==> config.mk <==
export PLATFORM = sky130hd
export DESIGN_NAME = startup_seq
export DESIGN_NICKNAME = d
export VERILOG_FILES = /design/src/rtl/startup_seq_pkg.sv /design/src/rtl/su_cfg_capture.sv /design/src/rtl/su_step_src.sv /design/src/rtl/su_event_gate.sv /design/src/rtl/startup_seq.sv
export SDC_FILE = /design/constraint.sdc
export NUM_CORES = 1
export LEC_CHECK = 0
export BUFFER_PORTS_ARGS = -buffer_cell sky130_fd_sc_hd__buf_2
export CAP_MARGIN = 20
export CORE_ASPECT_RATIO = 1.75
export CORE_MARGIN = 2
export CORE_UTILIZATION = 50
export DETAILED_ROUTE_END_ITERATION = 10
export GPL_ROUTABILITY_DRIVEN = 0
export HOLD_SLACK_MARGIN = 0.03
export PLACE_DENSITY = 0.85
export SLEW_MARGIN = 5
export SYNTH_ARGS = -nofsm -noshare
export SYNTH_HDL_FRONTEND = slang
export SYNTH_SLANG_ARGS = --single-unit
==> constraint.sdc <==
create_clock -name clk -period 5 [get_ports clk]
set_input_delay 0.5 -clock clk [delete_from_list [all_inputs] [get_ports clk]]
set_output_delay 0.5 -clock clk [all_outputs]
set_load 0.01 [all_outputs]
==> src/rtl/startup_seq_pkg.sv <==
// Package: shared constants and types for the startup sequencer.
// Assumes the phase and code widths stay at three bits; the encodings rely on it.
package startup_seq_pkg;

    localparam int PH_W = 3;
    localparam int CODE_W = 3;
    localparam logic [PH_W-1:0] PH_LAST = 3'd7;
    localparam logic [CODE_W-1:0] CODE_WAIT_DONE = 3'd0;
    localparam logic [CODE_W-1:0] CODE_KEEP = 3'd7;
    localparam logic [CODE_W-1:0] CODE_NO_WAIT = 3'd7;
    localparam int N_GATED = 3;

    typedef enum logic [1:0] {
        SRC_CFG  = 2'd0,
        SRC_USER = 2'd1,
        SRC_TEST = 2'd2,
        SRC_ALT  = 2'd3
    } step_src_e;

    typedef struct packed {
        step_src_e         src;
        logic              pipe;
        logic [CODE_W-1:0] done_c;
        logic [CODE_W-1:0] oe_c;
        logic [CODE_W-1:0] gsr_c;
        logic [CODE_W-1:0] gwe_c;
        logic [CODE_W-1:0] lock_c;
    } seq_cfg_t;

endpackage

==> src/rtl/su_cfg_capture.sv <==
// Module: detects the starting edge and freezes the schedule settings.
// Assumes start_i is synchronous to clk; only the first edge after reset counts.
module su_cfg_capture
    import startup_seq_pkg::*;
(
    input  logic     clk,
    input  logic     rst_n,
    input  logic     start_i,
    input  seq_cfg_t cfg_i,
    output seq_cfg_t cfg_q,
    output logic     running_q,
    output logic     launch
);

    logic start_prev;

    assign launch = start_i && !start_prev && !running_q;

    // Purpose: remember the previous start level for edge detection.
    always_ff @(posedge clk) begin
        if (!rst_n) start_prev <= 1'b0;
        else        start_prev <= start_i;
    end

    // Purpose: latch the settings and enter the running state on launch.
    always_ff @(posedge clk) begin
        if (!rst_n) begin
            running_q <= 1'b0;
            cfg_q     <= '0;
        end else if (launch) begin
            running_q <= 1'b1;
            cfg_q     <= cfg_i;
        end
    end

    p_cfg_frozen_r10: assert property (@(posedge clk) disable iff (!rst_n)
        running_q |=> $stable(cfg_q));

    p_run_sticky_r9: assert property (@(posedge clk) disable iff (!rst_n)
        running_q |=> running_q);

endmodule

==> src/rtl/su_step_src.sv <==
// Module: picks the tick that steps the counter and forms the sensed DONE.
// Assumes the tick inputs are one-clk strobes already in the clk domain.
module su_step_src
    import startup_seq_pkg::*;
(
    input  logic            clk,
    input  logic            rst_n,
    input  logic            running,
    input  logic [PH_W-1:0] phase,
    input  step_src_e       src,
    input  logic            pipe,
    input  logic            cfg_tick,
    input  logic            usr_tick,
    input  logic            tst_tick,
    input  logic            done_pin,
    output logic            tick,
    output logic            done_eff
);

    logic sel_tick;
    logic done_q;

    // Purpose: map the captured source code onto one tick strobe.
    always_comb begin
        unique case (src)
            SRC_USER: sel_tick = usr_tick;
            SRC_TEST: sel_tick = tst_tick;
            default:  sel_tick = cfg_tick;
        endcase
    end

    assign tick     = running && ((phase == '0) ? cfg_tick : sel_tick);
    assign done_eff = pipe ? done_q : done_pin;

    // Purpose: capture the DONE pin once per startup tick.
    always_ff @(posedge clk) begin
        if (!rst_n)    done_q <= 1'b0;
        else if (tick) done_q <= done_pin;
    end

    p_first_step_cfg_r2: assert property (@(posedge clk) disable iff (!rst_n)
        (phase == '0 && !cfg_tick) |-> !tick);

endmodule

==> src/rtl/su_event_gate.sv <==
// Module: one schedulable event with phase, wait-for-DONE and keep modes.
// Assumes phase never moves backwards while running and DFLT_POS lies in 1..6.
module su_event_gate
    import startup_seq_pkg::*;
#(
    parameter int DFLT_POS = 4
) (
    input  logic              clk,
    input  logic              rst_n,
    input  logic              running,
    input  logic [PH_W-1:0]   phase,
    input  logic [CODE_W-1:0] code,
    input  logic              done_eff,
    output logic              rel_q,
    output logic              hold
);

    localparam logic [PH_W-1:0] DPOS = PH_W'(DFLT_POS);

    logic            is_keep;
    logic            is_wait;
    logic [PH_W-1:0] pos;
    logic            set_ev;

    assign is_keep = (code == CODE_KEEP);
    assign is_wait = (code == CODE_WAIT_DONE);
    assign pos     = is_wait ? DPOS : code;
    assign set_ev  = running && !is_keep && (phase >= pos) && (!is_wait || done_eff);
    assign hold    = running && is_wait && !rel_q && (phase >= pos) && !done_eff;

    // Purpose: sticky release flag for this event.
    always_ff @(posedge clk) begin
        if (!rst_n)      rel_q <= 1'b0;
        else if (set_ev) rel_q <= 1'b1;
    end

    p_keep_low_r5: assert property (@(posedge clk) disable iff (!rst_n)
        is_keep |-> !rel_q);

    p_wait_done_r6: assert property (@(posedge clk) disable iff (!rst_n)
        ($rose(rel_q) && is_wait) |-> $past(done_eff));

    p_sticky_r9: assert property (@(posedge clk) disable iff (!rst_n)
        rel_q |=> rel_q);

endmodule

==> src/rtl/startup_seq.sv <==
// Module: top of the startup sequencer; phase counter, stall logic and events.
// Assumes all tick strobes and level inputs are synchronous to clk.
module startup_seq
    import startup_seq_pkg::*;
#(
    parameter int OE_DFLT   = 4,
    parameter int GSR_DFLT  = 5,
    parameter int GWE_DFLT  = 6,
    parameter int DONE_FALL = 6
) (
    input  logic        clk,
    input  logic        rst_n,
    input  logic        cfg_complete,
    input  logic [1:0]  clk_sel,
    input  logic        done_pipe_en,
    input  logic [2:0]  done_code,
    input  logic [2:0]  oe_code,
    input  logic [2:0]  gsr_code,
    input  logic [2:0]  gwe_code,
    input  logic [2:0]  lock_code,
    input  logic        cfg_tick,
    input  logic        usr_tick,
    input  logic        tst_tick,
    input  logic        done_pin,
    input  logic        lock_in,
    output logic [2:0]  phase,
    output logic        done_drive,
    output logic        out_en,
    output logic        gsr_rel,
    output logic        gwe_rel,
    output logic        lock_ok,
    output logic        finished
);

    localparam int DFLT [N_GATED] = '{OE_DFLT, GSR_DFLT, GWE_DFLT};
    localparam logic [PH_W-1:0] DONE_FB = PH_W'(DONE_FALL);

    seq_cfg_t          cfg_in;
    seq_cfg_t          cfg_q;
    logic              running;
    logic              launch;
    logic              tick;
    logic              done_eff;
    logic [PH_W-1:0]   cnt_q;
    logic [CODE_W-1:0] gate_code [N_GATED];
    logic [N_GATED-1:0] gate_rel;
    logic [N_GATED-1:0] gate_hold;
    logic              lock_hold;
    logic              stall;
    logic              step;
    logic [PH_W-1:0]   done_pos;
    logic              done_q;
    logic              lock_q;

    assign cfg_in = '{src: step_src_e'(clk_sel), pipe: done_pipe_en, done_c: done_code,
                      oe_c: oe_code, gsr_c: gsr_code, gwe_c: gwe_code, lock_c: lock_code};

    su_cfg_capture u_cap (
        .clk       (clk),
        .rst_n     (rst_n),
        .start_i   (cfg_complete),
        .cfg_i     (cfg_in),
        .cfg_q     (cfg_q),
        .running_q (running),
        .launch    (launch)
    );

    su_step_src u_src (
        .clk      (clk),
        .rst_n    (rst_n),
        .running  (running),
        .phase    (cnt_q),
        .src      (cfg_q.src),
        .pipe     (cfg_q.pipe),
        .cfg_tick (cfg_tick),
        .usr_tick (usr_tick),
        .tst_tick (tst_tick),
        .done_pin (done_pin),
        .tick     (tick),
        .done_eff (done_eff)
    );

    assign gate_code[0] = cfg_q.oe_c;
    assign gate_code[1] = cfg_q.gsr_c;
    assign gate_code[2] = cfg_q.gwe_c;

    genvar g;
    generate
        for (g = 0; g < N_GATED; g++) begin : g_evt
            su_event_gate #(.DFLT_POS(DFLT[g])) u_gate (
                .clk      (clk),
                .rst_n    (rst_n),
                .running  (running),
                .phase    (cnt_q),
                .code     (gate_code[g]),
                .done_eff (done_eff),
                .rel_q    (gate_rel[g]),
                .hold     (gate_hold[g])
            );
        end
    endgenerate

    assign lock_hold = running && (cfg_q.lock_c != CODE_NO_WAIT)
                       && (cnt_q == cfg_q.lock_c) && !lock_in;
    assign stall     = (|gate_hold) || lock_hold;
    assign step      = tick && !stall && (cnt_q != PH_LAST);
    assign done_pos  = (cfg_q.done_c == '0 || cfg_q.done_c == CODE_KEEP) ? DONE_FB : cfg_q.done_c;

    // Purpose: phase counter, cleared on launch and advanced on each qualified step.
    always_ff @(posedge clk) begin
        if (!rst_n)      cnt_q <= '0;
        else if (launch) cnt_q <= '0;
        else if (step)   cnt_q <= cnt_q + 1'b1;
    end

    // Purpose: sticky DONE drive and lock acknowledge events.
    always_ff @(posedge clk) begin
        if (!rst_n) begin
            done_q <= 1'b0;
            lock_q <= 1'b0;
        end else begin
            if (running && cnt_q >= done_pos) done_q <= 1'b1;
            if (running && (cfg_q.lock_c == CODE_NO_WAIT || (cnt_q >= cfg_q.lock_c && lock_in)))
                lock_q <= 1'b1;
        end
    end

    assign phase      = cnt_q;
    assign done_drive = done_q;
    assign out_en     = gate_rel[0];
    assign gsr_rel    = gate_rel[1];
    assign gwe_rel    = gate_rel[2];
    assign lock_ok    = lock_q;
    assign finished   = running && (cnt_q == PH_LAST);

    p_phase_step_r1: assert property (@(posedge clk) disable iff (!rst_n)
        running |=> (cnt_q == $past(cnt_q) || cnt_q == $past(cnt_q) + 1'b1));

    p_no_tick_hold_r2: assert property (@(posedge clk) disable iff (!rst_n)
        (running && !tick) |=> $stable(cnt_q));

    p_lock_stall_r8: assert property (@(posedge clk) disable iff (!rst_n)
        (running && cfg_q.lock_c != CODE_NO_WAIT && cnt_q == cfg_q.lock_c && !lock_in)
        |=> $stable(cnt_q));

    p_done_sticky_r3: assert property (@(posedge clk) disable iff (!rst_n)
        done_q |=> done_q);

endmodule

==> impl_summary.md, run 1 <==
Status
The run finished with clean final reports.

Synthesis
By count the netlist is led by sky130_fd_sc_hd__nand2_1 (40), sky130_fd_sc_hd__dfxtp_1 (29), sky130_fd_sc_hd__nor2_1 (21). The largest area contributor in the netlist is sky130_fd_sc_hd__dfxtp_1. After synthesis, the cell types taking the most area are sky130_fd_sc_hd__dfxtp_1 (34%), sky130_fd_sc_hd__ha_1 (15%), sky130_fd_sc_hd__nand2_1 (8.8%). sky130_fd_sc_hd__nand2_1 is the most common cell in the netlist.

Yosys printed 0 warnings. The top-area cell type share of the netlist area is 33.92%. The post-synthesis area per instance is 8.558 um^2. After technology mapping, the gate count stands at 200. Of all flip-flops after synthesis, the portion carrying an async set or reset was 0%. The predominant post-synthesis flop cell is sky130_fd_sc_hd__dfxtp_1. The register area share after synthesis is 33.92%. After synthesis the netlist holds a flip-flop and latch count of 29. The number of nets in the synthesized netlist is 246. The netlist area before placement is 1712 um^2. Counting flops with a built-in enable in the synthesized netlist gives 0. The number of different library cells used by synthesis comes to 37.

Power
The design draws 525.7 uW. The power per unit of standard cell area is 262.9 nW/um^2. The internal power of the cells is 384.2 uW. The combinational fraction of design power is 17.3%. IR analysis of the VDD net gives a maximum drop of 209.6 uV. The share of power burned in the clock network is 34.2%. The analysis attributes to net switching a power of 141.5 uW. Of the total power, the share spent switching nets is 26.92%. Of the total power, registers draw 48.5%. The static power due to leakage is 0.8905 nW.

Final layout
Of the cells placed in the final design, the portion with a size suffix greater than 1 is 21.61%. 0 antenna diodes ended up in the layout. Compared with the post-synthesis result, the final layout area differs by 16.81%. The finished cells cover 1999 um^2.

The final layout net count is 281. At the end of the flow the core is filled with cells to 60.08%.

Critical path
The critical path launch point type is a register. On the critical path the largest part of the delay comes from compound AO/OA/AOI/OAI gates. Of all nets on the critical path, the largest fanout is 6.

For the worst setup path, the data arrival time is 2.42 ns. The type of element capturing the critical path is a register. The buffer and inverter count on the worst path is 1. For this design, the slowest cell found on the critical path is sky130_fd_sc_hd__a2111oi_4. The signal on the critical path passes through inv_1 -> ha_1 -> nand2b_4 -> a211oi_4 -> nor4b_4 -> a2111oi_4 -> mux2i_1 -> nor2_1. For the worst setup path, the data required time is 5.17 ns. The critical path is of the reg2reg type. In this design, the stage delay of the slowest critical-path cell is 0.46 ns.

Clocking
The number of sinks handled by clock tree synthesis is 29. Clock tree synthesis selected as its root buffer the cell sky130_fd_sc_hd__clkbuf_8. The post-CTS setup buffer count is 0. The clock tree from TritonCTS is yes. Clock-pin slew was measured on the worst setup and hold paths at 0.06 ns.

The number of buffers added to fix hold violations after cts is 0. The count of cells resized by post-cts repair is 0. Clock latency on the worst-skew pair, taken at its later pin, is 0.28 ns.

The deepest clock path buffer count is 2. The number of H-tree branching levels is 2. Counting the buffers created by CTS gives 5.

Drt
In the final routed layout, each cell accounts on average for 12.60 um. The routed via count is 1438. The violation count after the first detailed-route iteration is 12. The total iterations of the first detailed-routing run is 3. After detailed routing, the total wire length is 3540 um. The detail route stage leaves a number of antenna-violating nets equal to 0. The DRC violation count after routing is 0. The mean number of vias per cell is 5.117.

STA
For the pin with the worst max-slew slack, the measured transition is 0.7209 ns. The post-layout minimum cycle time is 2.258 ns. The worst setup skew after layout is 0.006025 ns. The maximum clock frequency is 442.9 MHz. The total count of max-transition violations in the final report is 0. Setup repair after global routing left no endpoint under its margin. The final critical-path share of the clock period is 45.16%.

The sum of negative setup slack is 0 ns. The relative max-transition margin is 51.94%. Setup violations remaining at the end of the flow were counted as 0. The number of hold-slack violations in the final timing report was 0. The smallest hold slack is 0.4461 ns.

Place
Buffers placed on the I/O ports in this run total 34. The HPWL after detailed placement is 2710 um. The placed instances occupy a cell area of 1919 um^2.

Global routing
The initial antenna violation count is 0. The wire length of the first global-routing pass is 5947 um. The final global-route overflow total is 0. The number of global-route vias before repair is 1407. The total global routing track utilization is 21.34%. The maximum number of pins on one net before global-route repair is 28.

Run
The max-capacitance violation count is 0.

Floorplanning
For this configuration, the core starts out at a cell density of 51.43%. Measured along the y axis, the die boundary spans 81.40 um. The floorplan core area is 3328 um^2. The floorplan step set the die width to 48.23 um. The initialized floorplan defines 28 standard-cell rows. The floorplan step defined a die boundary enclosing 3926 um^2. The total I/O pin count is 35.

Hold path
The worst hold-check path type is in2reg.
==> placed cells by master (no fill, tap or decap), types with 2 or more instances in the layout <==
cell                       instances
sky130_fd_sc_hd__a21o_1            2
sky130_fd_sc_hd__a31oi_1           6
sky130_fd_sc_hd__clkbuf_8          5
sky130_fd_sc_hd__o21ai_1           5
sky130_fd_sc_hd__nor2b_1           6
sky130_fd_sc_hd__dfxtp_1          29
sky130_fd_sc_hd__mux2i_1           3
sky130_fd_sc_hd__clkbuf_1          3
sky130_fd_sc_hd__a21boi_0          2
sky130_fd_sc_hd__and2_1            2
sky130_fd_sc_hd__inv_1             8
sky130_fd_sc_hd__ha_1             20
sky130_fd_sc_hd__a21boi_1         18
sky130_fd_sc_hd__nand2b_1          4
sky130_fd_sc_hd__nand2_1          40
sky130_fd_sc_hd__a21oi_1           6
sky130_fd_sc_hd__buf_2            34
sky130_fd_sc_hd__nor2_1           21
==> stage by stage <==
| step | std cells | setup WS [ns] |
|---|---|---|
| after floorplan | 200 | 2.870 |
| after global placement | 273 | 2.834 |
| after detailed placement | 273 | 2.769 |
| after CTS | 281 | 2.735 |
| after global routing | 281 | 2.627 |
| final | 281 | 2.742 |
==> registers in the layout, indices dropped and copies added (netlist names) <==
name / count
u_cap.running_q: 1
done_drive: 1
u_cap.cfg_q: 18
u_src.done_q: 1
u_cap.start_prev: 1
phase: 3
lock_ok: 1
g_evt.u_gate.rel_q: 3
==> per-layer routing <==
layer  wire length (um)  GRT usage (%)
met5                  0              0
met4                 72          10.27
met3                108          5.556
met2               1917          35.92
met1               1442          23.28
==> kinds of logic after synthesis <==
family                   Yosys count  share of synthesized area (%)
AO/OA/AOI/OAI                     49                          22.00
AND/OR/NAND/NOR                   81                          22.81
buffers and inverters             16                          3.509
multiplexers                       4                          2.631
adder cells (fa/ha/maj)           20                          14.62
flip-flops                        29                          33.92
XOR/XNOR                           1                         0.5118
==> power by group through the flow <==
stage	Clock, mW	Combinational (mW)	Sequential [mW]
global placement	0	0.0878	0.259
CTS	0.182	0.0921	0.255
floorplan	0	0.0656	0.257
global route	0.194	0.104	0.257
detailed placement	0	0.0913	0.260
finish	0.180	0.0909	0.255
==> cell type report <==
class	instances	area (um^2)
sequential	29	580.6
clock buffer	8	80.08
fill	298	1329
timing repair buffer	35	177.7
inverter	9	33.78
multi-input combinational	155	1071
tap	45	56.30
==> path summary, 6_finish.rpt <==
kind                            slack, ns          from  cells past startpoint               end
worst max-delay path                 2.74      phase[0]                      8          phase[1]
worst min-delay path                 0.45  cfg_complete                      2  u_cap.start_prev
worst max register to register       2.74      phase[0]                      8          phase[1]
worst min register to register       0.46    done_drive                      1        done_drive
(Power assumes the default switching activity.)
==> run 2: changes to the inputs <==
--- a/config.mk
+++ b/config.mk
@@ -5,6 +5,7 @@
 export SDC_FILE = /design/constraint.sdc
 export NUM_CORES = 1
 export LEC_CHECK = 0
+export ABC_AREA = 1
 export BUFFER_PORTS_ARGS = -buffer_cell sky130_fd_sc_hd__buf_2
 export CAP_MARGIN = 20
 export CORE_ASPECT_RATIO = 1.75
==> constraint.sdc (replaced) <==
create_clock -name clk -period 2.15 [get_ports clk]
set_input_delay 0.215 -clock clk [delete_from_list [all_inputs] [get_ports clk]]
set_output_delay 0.215 -clock clk [all_outputs]
set_load 0.01 [all_outputs]
==> run 2 against run 1 <==
Net effect:
- via count up 6.6%
- final area down 0.81%
- total power increased by 150%
- first-iteration DRC count up 140%
- setup slack got worse by 2.5 ns
- sequential share of layout area is 0.24 points higher
- critical path type unchanged
==> impl_summary.md, run 2 <==
Status
The run finished with clean final reports.

Drt
The total iterations of the first detailed-routing run was 4 (+1). The DRC violation count after routing is 0 (unchanged). The detailed-route wire length per cell is 11.79 um (-6.4%).

The mean number of vias per cell is 5.127 (+0.19%). The routed via count was 1533 (+6.6%). The post-detailed-route count of antenna-violating nets is 0 (unchanged).

The violation count after the first detailed-route iteration is 29 (+17). The sum of routed wire length over all layers is 3524 um (-0.45%).

STA
The relative max-transition margin was 75.37% (+23 points). The slew of the pin with the lowest slew margin was 0.3689 ns (-0.3519 ns). The number of hold-slack violations in the final timing report is 0 (unchanged).

The maximum clock frequency is 527.2 MHz (+19%). Setup repair after global routing left no endpoint under its margin. The post-layout minimum cycle time came to 1.897 ns (-0.3610 ns). The sum of negative setup slack is 0 ns (unchanged).

The setup-violating endpoint count in the final report is 0 (unchanged). The total count of max-transition violations in the final report is 0 (unchanged). The final critical-path share of the clock period is 88.22% (+43 points). The worst setup skew after layout is 0.007322 ns (+0.001297 ns).

Clocking
TritonCTS built the clock tree. The clock root buffer is sky130_fd_sc_hd__clkbuf_8. The clock buffer count from CTS came to 5 (unchanged). The insertion delay to the later sink of the worst-skew pair is 0.30 ns (+0.02 ns). The clock transition at the registers of the reported paths was 0.07 ns (about the same). The post-CTS setup buffer count came to 0 (unchanged). The number of sinks handled by clock tree synthesis is 29 (unchanged).

The count of cells resized by post-cts repair is 0 (unchanged). The number of H-tree branching levels is 2 (unchanged). The number of buffers added to fix hold violations after cts is 0 (unchanged). The deepest clock path buffer count is 2 (unchanged).

Final layout
The final layout net count is 299 (+6.4%). The share of the core filled with cells came to 59.59% (-0.49 points). The number of antenna repair diodes came to 0 (unchanged). The library cells used most frequently in the layout, excluding fill and tap cells, are sky130_fd_sc_hd__a21oi_1 (37), sky130_fd_sc_hd__buf_2 (34), sky130_fd_sc_hd__inv_1 (31). The layout cell share with drive strength beyond 1 is 25.59% (+4.0 points). The register with the most flip-flops in the final layout is u_cap.cfg_q. The number of fill cells came to 311 (+4.4%).

The area overhead of the layout relative to synthesis is 15.61%. The leading cell type in the layout, fill and taps excluded is sky130_fd_sc_hd__a21oi_1. The number of flip-flops in the largest register came to 18 (unchanged).

Power
The switching power share of the total is 30.67% (+3.8 points). The internal power of the cells was 904.4 uW (+140%). The power per unit of standard cell area is 657.8 nW/um^2 (+150%).

The static power due to leakage is 0.9242 nW (+3.8%). The share of power burned in the clock network is 34.0% (-0.2 points). The combinational fraction of design power was 19.7% (+2.4 points). The peak supply drop is 546.9 uV (+160%). The total chip power came to 1.304 mW (+150%). The share of power burned in registers was 46.2% (-2.3 points). The power spent charging and discharging nets is 400.1 uW (+180%).

Global routing
The maximum number of pins on one net before global-route repair came to 37 (+32%). The final global-route overflow total is 0 (unchanged). The wire length of the first global-routing pass came to 5747 um (-3.4%). The initial antenna violation count is 0 (unchanged). The number of global-route vias before repair is 1391 (-1.1%). The total global routing track utilization is 21.19% (-0.16 points).

Critical path
The worst setup path is captured at a register. The data arrival time of the critical path came to 2.11 ns (-0.31 ns). STA classifies the critical path startpoint as a register. The required time of the worst setup path is 2.37 ns (-2.80 ns). The critical-path maximum fanout is 7 (+1). The critical path class is reg2reg.

Synthesis
The netlist area before placement is 1715 um^2 (+0.22%). The flop and latch count out of synthesis is 29 (unchanged). Sorting the synthesized cells by area gives the leading types as sky130_fd_sc_hd__dfxtp_1 (34%), sky130_fd_sc_hd__ha_1 (15%), sky130_fd_sc_hd__a21oi_1 (11%). The number of flops mapped to enable cells by yosys is 0 (unchanged). The synthesized design spends more area on one cell type than any other, namely sky130_fd_sc_hd__dfxtp_1. The number of nets in the synthesized netlist is 264 (+7.3%).

Sorting the synthesized cells by how often they occur yields sky130_fd_sc_hd__a21oi_1 (37), sky130_fd_sc_hd__inv_1 (31), sky130_fd_sc_hd__dfxtp_1 (29). The register area share after synthesis is 33.84% (-0.074 points). The most repeated cell in the gate-level netlist after synthesis is sky130_fd_sc_hd__a21oi_1.

The number of unique standard cell types used by synthesis is 31 (-16%). The top-area cell type share of the netlist area is 33.84% (-0.074 points). The post-synthesis area per instance is 7.869 um^2 (-8.1%). The number of synthesis warnings is 0 (unchanged). For this run, the leading register cell type out of synthesis is sky130_fd_sc_hd__dfxtp_1. The proportion of register bits with asynchronous set or reset after synthesis is 0% (unchanged). The post-synthesis instance total was 218 (+9.0%).

Run
The max-capacitance violation count is 0 (unchanged).

Floorplanning
The floorplan core area came to 3328 um^2 (unchanged). The area of the die is 3934 um^2 (+0.20%). The effective utilization at floorplan came to 51.54% (+0.11 points). The total I/O pin count is 35 (unchanged).

The die width came to 48.28 um (about the same). The height of the chip is 81.49 um (+0.10%). The cell row count was 28 (unchanged).

Hold path
The worst hold-check path type is in2reg.

Place
The number of buffer cells added on primary ports was 34 (unchanged). The HPWL after detailed placement came to 2625 um (-3.1%).
## run 2: layout make-up
type,count,area (um^2),area share (%)
multi-input cells,146,937.1,47.26
flip-flops and latches,29,580.6,29.27
repair buffers,37,192.7,9.716
inverters,34,130.1,6.562
clock buffers,5,68.82,3.470
well taps,45,56.30,2.839
clock inverters,3,17.52,0.8833
## run 2: cells by family after synthesis
group	count (synthesis)	synth area share, %
flip-flops	29	33.84
buffers and inverters	43	11.52
multiplexers	1	1.313
AND/OR/NAND/NOR	61	18.45
adder cells (fa/ha/maj)	20	14.59
AO/OA/AOI/OAI	64	20.28
## run 2: path summary, 6_finish.rpt
check                           cells after the start    startpoint  slack [ns]          endpoint
worst max-delay path                               10      phase[0]        0.25          phase[0]
worst min-delay path                                3  cfg_complete        0.14  u_cap.start_prev
worst max register to register                     10      phase[0]        0.25          phase[0]
worst min register to register                      2    done_drive        0.45        done_drive
## run 2: power by group through the flow
stage / Combinational [mW] / Clock [mW] / Sequential [mW]
2_1_floorplan: 0.198 / 0 / 0.611
3_3_place_gp: 0.250 / 0 / 0.614
3_5_place_dp: 0.259 / 0 / 0.615
4_1_cts: 0.261 / 0.454 / 0.603
5_1_grt: 0.297 / 0.475 / 0.608
6_report: 0.257 / 0.444 / 0.603
## run 2: stage by stage
stage,area [um^2],hold WS (ns),instances,setup slack [ns]
detailed placement,1897,0.4414,291,0.3442
global route,1983,0.1473,299,0.1534
floorplan,1715,0.3085,218,0.3354
global placement,1897,0.4258,291,0.4003
finish,1983,0.1353,299,0.2532
CTS,1983,0.1341,299,0.2686
## run 2: layer usage
metal | wire length, um | track usage (%)
met1 | 1398 | 19.89
met2 | 1866 | 38.03
met3 | 144 | 5.934
met4 | 114 | 11.35
met5 | 0 | 0
## run 2: worst max-delay path, stage by stage (launching register included)
cell                      delay (ns)
sky130_fd_sc_hd__dfxtp_1        0.40
sky130_fd_sc_hd__inv_1          0.19
sky130_fd_sc_hd__ha_1           0.33
sky130_fd_sc_hd__nor2_1         0.04
sky130_fd_sc_hd__o21ai_0        0.26
sky130_fd_sc_hd__nand2_2        0.12
sky130_fd_sc_hd__nand3_2        0.09
sky130_fd_sc_hd__nand2_4        0.07
sky130_fd_sc_hd__nand2_2        0.09
sky130_fd_sc_hd__nand2_1        0.08
sky130_fd_sc_hd__a21oi_1        0.16
